$ cat src/rtl/spr_page_dma.sv
module spr_page_dma #(
  parameter int PAGE_W     = 8,
  parameter int PAGE_SHIFT = 8,
  parameter int DATA_W     = 8,
  parameter int TBL_LEN    = 160,
  localparam int ADDR_W    = PAGE_W + PAGE_SHIFT,
  localparam int TBL_AW    = $clog2(TBL_LEN)
) (
  input  logic              clk,
  input  logic              rst,
  input  logic              cfg_we,
  input  logic [PAGE_W-1:0] cfg_wdata,
  output logic [PAGE_W-1:0] cfg_rdata,
  output logic              mem_rd_en,
  output logic [ADDR_W-1:0] mem_rd_addr,
  input  logic [DATA_W-1:0] mem_rd_data,
  output logic              spr_wr_en,
  output logic [TBL_AW-1:0] spr_wr_addr,
  output logic [DATA_W-1:0] spr_wr_data,
  output logic              busy
);
  localparam logic [TBL_AW-1:0] LAST = TBL_AW'(TBL_LEN - 1);

  logic [PAGE_W-1:0] page_q;
  logic              issue_q;
  logic [TBL_AW-1:0] rd_ofs_q;
  logic              s1_v_q, s2_v_q;
  logic [TBL_AW-1:0] s1_ofs_q, s2_ofs_q;
  logic [DATA_W-1:0] s2_data_q;

  always_ff @(posedge clk) begin
    if (rst) begin
      page_q   <= '0;
      issue_q  <= 1'b0;
      rd_ofs_q <= '0;
      s1_v_q   <= 1'b0;
      s2_v_q   <= 1'b0;
      s1_ofs_q <= '0;
      s2_ofs_q <= '0;
    end else if (cfg_we) begin
      page_q   <= cfg_wdata;
      issue_q  <= 1'b1;
      rd_ofs_q <= '0;
      s1_v_q   <= 1'b0;
      s2_v_q   <= 1'b0;
    end else begin
      if (issue_q) begin
        rd_ofs_q <= rd_ofs_q + 1'b1;
        if (rd_ofs_q == LAST) issue_q <= 1'b0;
      end
      s1_v_q   <= issue_q;
      s1_ofs_q <= rd_ofs_q;
      s2_v_q   <= s1_v_q;
      s2_ofs_q <= s1_ofs_q;
    end
  end

  always_ff @(posedge clk) s2_data_q <= mem_rd_data;

  assign cfg_rdata   = page_q;
  assign mem_rd_en   = issue_q;
  assign mem_rd_addr = {page_q, PAGE_SHIFT'(rd_ofs_q)};
  assign spr_wr_en   = s2_v_q;
  assign spr_wr_addr = s2_ofs_q;
  assign spr_wr_data = s2_data_q;
  assign busy        = issue_q | s1_v_q | s2_v_q;
endmodule

$ cat config.mk
export PLATFORM = sky130hd
export DESIGN_NAME = spr_page_dma
export DESIGN_NICKNAME = d
export VERILOG_FILES = /design/src/rtl/spr_page_dma.sv
export SDC_FILE = /design/constraint.sdc
export NUM_CORES = 1
export LEC_CHECK = 0
export ABC_AREA = 1
export CAP_MARGIN = 15
export CORE_MARGIN = 3
export CORE_UTILIZATION = 42
export DETAILED_ROUTE_END_ITERATION = 10
export GPL_ROUTABILITY_DRIVEN = 0
export GPL_TIMING_DRIVEN = 0
export PLACE_DENSITY = 0.76
export SYNTH_ARGS = -nofsm -noshare
export SYNTH_HDL_FRONTEND = slang
export SYNTH_SLANG_ARGS = --single-unit
$ cat constraint.sdc
create_clock -name clk -period 1.13 [get_ports clk]
set_input_delay 0.2825 -clock clk [delete_from_list [all_inputs] [get_ports clk]]
set_output_delay 0.2825 -clock clk [all_outputs]
set_load 0.02 [all_outputs]
---- Word-level counts from Yosys, hierarchy flattened ----
Cells that the tools add are included.
word-level totals
  register bits after elaboration ......... 43
  input port bits ......................... 19
  output and inout bits ................... 43
cells by class
  add/sub/neg operators ................... 1
  equal/unequal tests ..................... 1
  mux-type cells .......................... 3
  bitwise gates (word level) .............. 2
  reductions and logical operators ........ 1
operators with widths
  kind                                                           number
  8-bit by 1-bit adder with 8-bit output, second input constant  1
  8-bit == test, second input constant                           1
  1-bit two-way mux                                              3
  1-bit OR                                                       2
  2-bit OR reduction                                             1

---- Depth between registers and ports, before layout ----
Gate-level depths: netlist of the first run.
  depth after elaboration ................. 4
  mapped depth ............................ 7

---- Least setup slack after synthesis of the first run ----
OpenSTA, ideal clock, no wires.
  path kind ............................... register to register
  start point ............................. register rd_ofs_q[0]
  end point ............................... register rd_ofs_q[6]
  data arrival time ....................... 1.106 ns
  data required time ...................... 1.015 ns
  slack ................................... -0.091 ns
  stages on the path, launching flop included .. 7
  buffers on the path ..................... 0
  period minus slack after synthesis ...... 1.221 ns
  path through ............................ dfxtp_1 ha_1 nand2_1 nor2_1 nand3_1 nand2_1 nor2_1
between the ends
  word-level cells in the longest chain between the ends .. 1
RTL lines
  what                                    line  RTL
  start, declared                         26    logic [TBL_AW-1:0] rd_ofs_q;
  start signal, assigned                  48    rd_ofs_q <= rd_ofs_q + 1'b1;
  8-bit by 1-bit adder with 8-bit output  48
Every way passes these cells.
A chain may end at the register's enable or synchronous reset.

---- Final worst setup path of the first run ----
  start point ............................. register issue_q, in the netlist mem_rd_en
  end point ............................... output port busy
between the ends
  word-level cells in the longest chain between the ends .. 2
RTL lines
  what                    line  RTL
  start, declared         25    logic issue_q;
  start signal, assigned  34    issue_q <= 1'b0;
  start signal, assigned  42    issue_q <= 1'b1;
  start signal, assigned  49    if (rd_ofs_q == LAST) issue_q <= 1'b0;
  1-bit OR (2 in a row)   66    assign busy = issue_q | s1_v_q | s2_v_q;
  end, declared           20    output logic busy
Every way passes these cells.

==> flow_summary_export.csv, run 1 <==
group,metric,value,unit
route,wl_per_cell,11.7,um
timing,rsz0062_at_grt,"yes",
final_layout,fillers,249,
outcome,failed_checks,"setup timing",
timing,hold_viol,0,
final_layout,instances_no_fill,315,
setup_path,ff2ff_path_depth,9,
timing,maxSlewHeadroom,69.1,%
pwr,power.leakage,1.11,nW
setup_path,end_kind,"output pin",
synth,ys_types,17,
global_routing,grt_antenna_before_repair,0,
clock_network,numCtsBuffers,5,
timing,fmax,746,MHz
global_routing,grt_use_total,16.4,%
setup_path,critPathBufInv,2,
setup_path,crit_start,"mem_rd_en",
synth,synth_compound_area_share,12.6,%
route,via_count,1453,
die,rows,21,
global_routing,grt_first_pass_wirelength,5440,um
synth,syn_nets,207,
pwr,power,2.95,mW
synth,synth-seq-area-share,56.2,%
timing,layout_setup_ws,-211,ps
placed_design,io_buffers,60,
clock_network,hold_buffers,0,
setup_path,r2r_slack,-150,ps
timing,period_share,119,%
pwr,irDropWorstVdd,0.764,mV
synth,synth_top_family_by_area,"simple AND/OR/NAND/NOR gates",
final_layout,post-route-cell-area,0.00256,mm2
setup_path,critPathTopFamily,"flip-flops",
synth,synthXorXnorAreaFrac,0,%
synth,syn_avg_cell_area,8.19,um2
route,drt.antenna.violating_nets,0,
die,io_pins,62,
route,drt_iter0_drc,45,
synth,synthFlopType,"dfxtp_1",
clock_network,htree_num_levels,2,
route,viasPerCell,4.61,
synth,syn-instance-count,187,
setup_path,r2r_end,"rd_ofs_q[7]",
setup_path,regToRegStartpoint,"mem_rd_en",
setup_path,critPathSlowestCell,"dfxtp_2",
synth,ys.warnings.count,0,
pwr,cellPowerDensity,1150,mW/mm2
global_routing,grt_max_degree,13,
final_layout,layout_common_cells,"55 x nand2_1, 47 x buf_6, 25 x a21oi_1, 23 x dfxtp_2, 21 x buf_4",
timing,finClkSkew,6.23,ps
route,drc,0,
final_layout,drive_above_1_share,45.7,%
synth,async_reset_ff_share,0,%
die,die_w,66.4,um
placed_design,dp_hpwl,2320,um
synth,syn-cell-area,0.00153,mm2
clock_network,clockBufferDepth,2,
clock_network,clk_pin_slew,120,ps
synth,synth_area_leaders,"dfxtp_1 56%, nand2_1 14%, a21oi_1 9.2%",
final_layout,fin_nets,289,
clock_network,clkSinkCount,43,
global_routing,gr-total-overflow,0,
final_layout,syn2layout_area_growth,67.3,%
hold_path,min_to,"cfg_rdata[0]",
synth,synth_edf_count,0,
final_layout,mostFrequentLayoutCell,"nand2_1",
final_layout,final_core_util,75.0,%
hold_path,hold_class,"in -> reg",
route,dr.pass1.iters,5,
die,die_area,0.00441,mm2
die,start_util,44.8,%
global_routing,grt_pass1_vias,1279,
synth,synth_fa_ha_area_share,0.817,%
synth,synthSimpleGateAreaFrac,20.3,%
hold_path,hp-start,"rst",
setup_path,slowest_delay,350,ps
setup_path,worstPathArrival,1060,ps
setup_path,cp_max_fo,2,
final_layout,n_antenna_cell,0,
outcome,status,"finished, violations left",
timing,tightest_slew,464,ps
synth,synth_mux_area_share,0,%
flow_run,maxCapViolations,0,
placed_design,place_area,0.00219,mm2
hold_path,worstHoldPathCells,2,
timing,fin_crit,1340,ps
clock_network,cts_tree,"done",
timing,setup_violations,15,
placed_design,placed_cells,293,
clock_network,clockRootBuffer,"clkbuf_4",
clock_network,clk_latency,340,ps
synth,synth_seq_cells,43,
setup_path,worst_ep_required_time,850,ps
die,die_height,66.4,um
setup_path,cp_cell_sequence,"buf_8 > nor2_4 > nand2_2 > buf_6",
die,core-area,0.00342,mm2
synth,yosys.area.top_type,"dfxtp_1",
synth,synth_top_area_share,56.2,%
route,wl,3680,um
setup_path,cp-start-kind,"register",
timing,report.final.slew_viol_count,0,
setup_path,crit_type,"reg -> out",
-- Yosys cell counts (2+ instances only) --
library cell and n:
nand2_1 58, nor2_4 2, nand3_1 3, a211oi_1 4, buf_4 10, buf_2 3, nor2_1 13, o21ai_0 3
a21oi_1 28, inv_1 12, clkbuf_1 3, dfxtp_1 43
-- cells by family after synthesis --
kind of cell,count (synthesis)
simple gates,77
fa+ha+maj,1
compound gates,36
flops,43
buf+inv,30
-- metal layers --
metal	vias up	wire, um	GRT usage, %
li1	749	-	-
met1	641	1490	18.6
met2	53	1830	27.6
met3	10	298	5.27
met4	0	65	7.61
met5	-	0	0
-- cell type report --
cell class | instances | area (um2) | area share (%)
clock inverters | 1 | 30.0 | 1.17
plain buffers | 17 | 148 | 5.76
flip-flops and latches | 43 | 908 | 35.4
repair buffers | 75 | 751 | 29.3
clock buffers | 6 | 41.3 | 1.61
multi-input cells | 114 | 578 | 22.6
well taps | 46 | 57.6 | 2.25
inverters | 13 | 48.8 | 1.90
-- how the worst max path moves through the flow --
stage / to / depth (start not counted)
floorplan: rd_ofs_q[6] / 6
global placement: spr_wr_addr[4] / 6
detailed placement: s1_ofs_q[3] / 5
CTS: busy / 4
global route: busy / 4
finish: busy / 4
-- what timing repair did --
item	4_1_cts	5_1_grt
gates resized for setup	263	53
buffers inserted	10	5
setup endpoints to repair	56	48
cloned	0	0
pin swaps	2	5
-- per-stage QoR --
stage                     TNS [ps]  hold WS [ps]  setup WS, ps
after floorplan                  0           310          20.8
after global placement      -15190           428          -390
after detailed placement    -15230           433          -413
after CTS                    -1170           203          -238
after global routing         -2640           205          -260
final                        -1340           209          -211
-- power breakdown --
part           internal, mW  switching (mW)  leakage (nW)
registers              1.56          0.0328         0.366
clock network         0.456           0.453        0.0383
logic                 0.243           0.206         0.703
total                  2.26           0.692          1.11
-- registers in the layout, indices dropped and copies added (netlist names) --
| signal | flops |
|---|---|
| spr_wr_addr | 8 |
| rd_ofs_q | 8 |
| cfg_rdata | 8 |
| s1_v_q | 1 |
| spr_wr_data | 8 |
| mem_rd_en | 1 |
| spr_wr_en | 1 |
| s1_ofs_q | 8 |
Note: power is estimated with default switching activity, not from simulation.
==> run 2: changes to the inputs <==
==> constraint.sdc (replaced) <==
create_clock -name clk -period 1.3 [get_ports clk]
set_input_delay 0.325 -clock clk [delete_from_list [all_inputs] [get_ports clk]]
set_output_delay 0.325 -clock clk [all_outputs]
set_load 0.02 [all_outputs]
==> run 2 against run 1 <==
  * The run still ends with setup timing left
  * Critical path depth unchanged
  * Clock power down 30%
  * Sequential power fell by 13%
  * Cell count is 5.1% lower
  * Global-route usage fell by 0.35 points
  * Flip-flop and latch count did not move
  * Clock skew rose by 0.99 ps
  * Sequential share of layout area increased by 6.0 points
  * Wire length is 11% lower
  * Final area decreased by 16%
  * Hold slack better by 27 ps
  * Largest power group unchanged
==> flow_summary_export.csv, run 2 (same netlist as run 1, synthesis figures left out) <==
group,metric,value,unit
setup_path,worstPathArrival,1060,ps
pwr,cellPowerDensity,1090,mW/mm2
setup_path,end_kind,"output pin",
clock_network,hold_buffers,0,
clock_network,clockRootBuffer,"clkbuf_4",
timing,fin_crit,1390,ps
route,dr.pass1.iters,4,
final_layout,mostFrequentLayoutCell,"nand2_1",
final_layout,n_antenna_cell,0,
global_routing,gr-total-overflow,0,
global_routing,grt_pass1_vias,1262,
die,die_w,66.4,um
die,io_pins,62,
timing,setup_violations,2,
flow_run,maxCapViolations,0,
route,drt.antenna.violating_nets,0,
timing,maxSlewHeadroom,68.0,%
die,core-area,0.00342,mm2
clock_network,cts_tree,"done",
outcome,status,"finished, violations left",
timing,finClkSkew,7.22,ps
setup_path,cp_max_fo,2,
clock_network,numCtsBuffers,5,
clock_network,clk_pin_slew,120,ps
placed_design,io_buffers,60,
global_routing,grt_antenna_before_repair,0,
setup_path,worst_ep_required_time,980,ps
timing,tightest_slew,481,ps
global_routing,grt_max_degree,15,
pwr,irDropWorstVdd,0.482,mV
clock_network,htree_num_levels,2,
setup_path,crit_type,"reg -> out",
timing,report.final.slew_viol_count,0,
route,drt_iter0_drc,34,
placed_design,dp_hpwl,2370,um
die,rows,21,
final_layout,seq_area,890,um2
route,via_count,1372,
clock_network,clk_latency,350,ps
global_routing,grt_first_pass_wirelength,5350,um
timing,finalSetupTns,-141,ps
timing,layout_setup_ws,-87.9,ps
route,wl_per_cell,11.0,um
pwr,power.leakage,0.938,nW
die,start_util,44.8,%
final_layout,multi_input_comb_area,520,um2
final_layout,fillers,308,
route,viasPerCell,4.59,
die,die_area,0.00441,mm2
final_layout,drive_above_1_share,33.2,%
timing,period_share,107,%
global_routing,grt_use_total,16.0,%
timing,hold_viol,0,
final_layout,final_core_util,62.8,%
clock_network,clkSinkCount,43,
placed_design,pre_cts_ws,-286,ps
timing,fin_hold_ws,236,ps
final_layout,syn2layout_area_growth,40.0,%
route,wl,3280,um
final_layout,layout_common_cells,"58 x nand2_1, 32 x buf_2, 28 x a21oi_1, 26 x dfxtp_1, 17 x clkdlybuf4s50_1",
hold_path,hold_class,"in -> reg",
final_layout,fin_nets,272,
route,drc,0,
timing,rsz0062_at_grt,"yes",
clock_network,clockBufferDepth,2,
die,die_height,66.4,um
outcome,failed_checks,"setup timing",
timing,fmax,721,MHz
setup_path,cp-start-kind,"register",
## run 2: changes by cell type in the layout (fill, tap and decap cells not counted), moves of 4 or more
cell,delta
buf_6,-38
buf_4,-13
dfxtp_1,+11
clkdlybuf4s15_2,+4
dfxtp_2,-9
buf_2,+29
## run 2: layer usage
metal  share of wire, %  wire length (um)  GRT usage (%)  vias up
met2                 46              1510           26.6       44
li1                   -                 -              -      713
met5                  0                 0              0        -
met4                2.0                66           7.61        0
met3                8.2               268           5.10        8
met1                 44              1430           18.5      607
## run 2: worst paths after layout
check                 endpoint  depth (start not counted)  slack [ps]       from
setup / recovery          busy                          4         -90  mem_rd_en
hold / removal    cfg_rdata[0]                          2         240        rst
setup reg to reg   rd_ofs_q[7]                          8         160  mem_rd_en
hold reg to reg      spr_wr_en                          2         450     s1_v_q
## run 2: stage by stage
| stage | cell area, um2 | instances | power, mW |
|---|---|---|---|
| after global routing | 2140 | 299 | 2.44 |
| after floorplan | 1530 | 187 | 1.58 |
| after global placement | 2190 | 293 | 1.74 |
| after detailed placement | 2190 | 293 | 1.75 |
| final | 2140 | 299 | 2.33 |
| after CTS | 2200 | 303 | 2.38 |
## run 2: cell type report
class / count / area share, %
plain buffers: 13 / 3.97
clock buffers: 5 / 1.75
clock inverters: 3 / 0.933
inverters: 13 / 2.28
multi-input cells: 114 / 24.3
flip-flops and latches: 43 / 41.5
well taps: 46 / 2.68
repair buffers: 62 / 22.6
## run 2: critical path, stage by stage, from the launching register on
cell,delay [ps]
dfxtp_2,340
clkbuf_8,130
nor2_2,70
nand2_1,60
buf_6,130
## run 2: repair_timing
item                       in CTS  in global routing
setup endpoints to repair      43                 12
pin swaps                       1                  0
buffers inserted                2                  0
cloned                          0                  0
gates resized for setup       199                  8
## run 2: where the power goes
part / internal [mW] / switching, mW
clock: 0.207 / 0.433
sequential: 1.36 / 0.0225
combinational: 0.151 / 0.163
total: 1.72 / 0.618
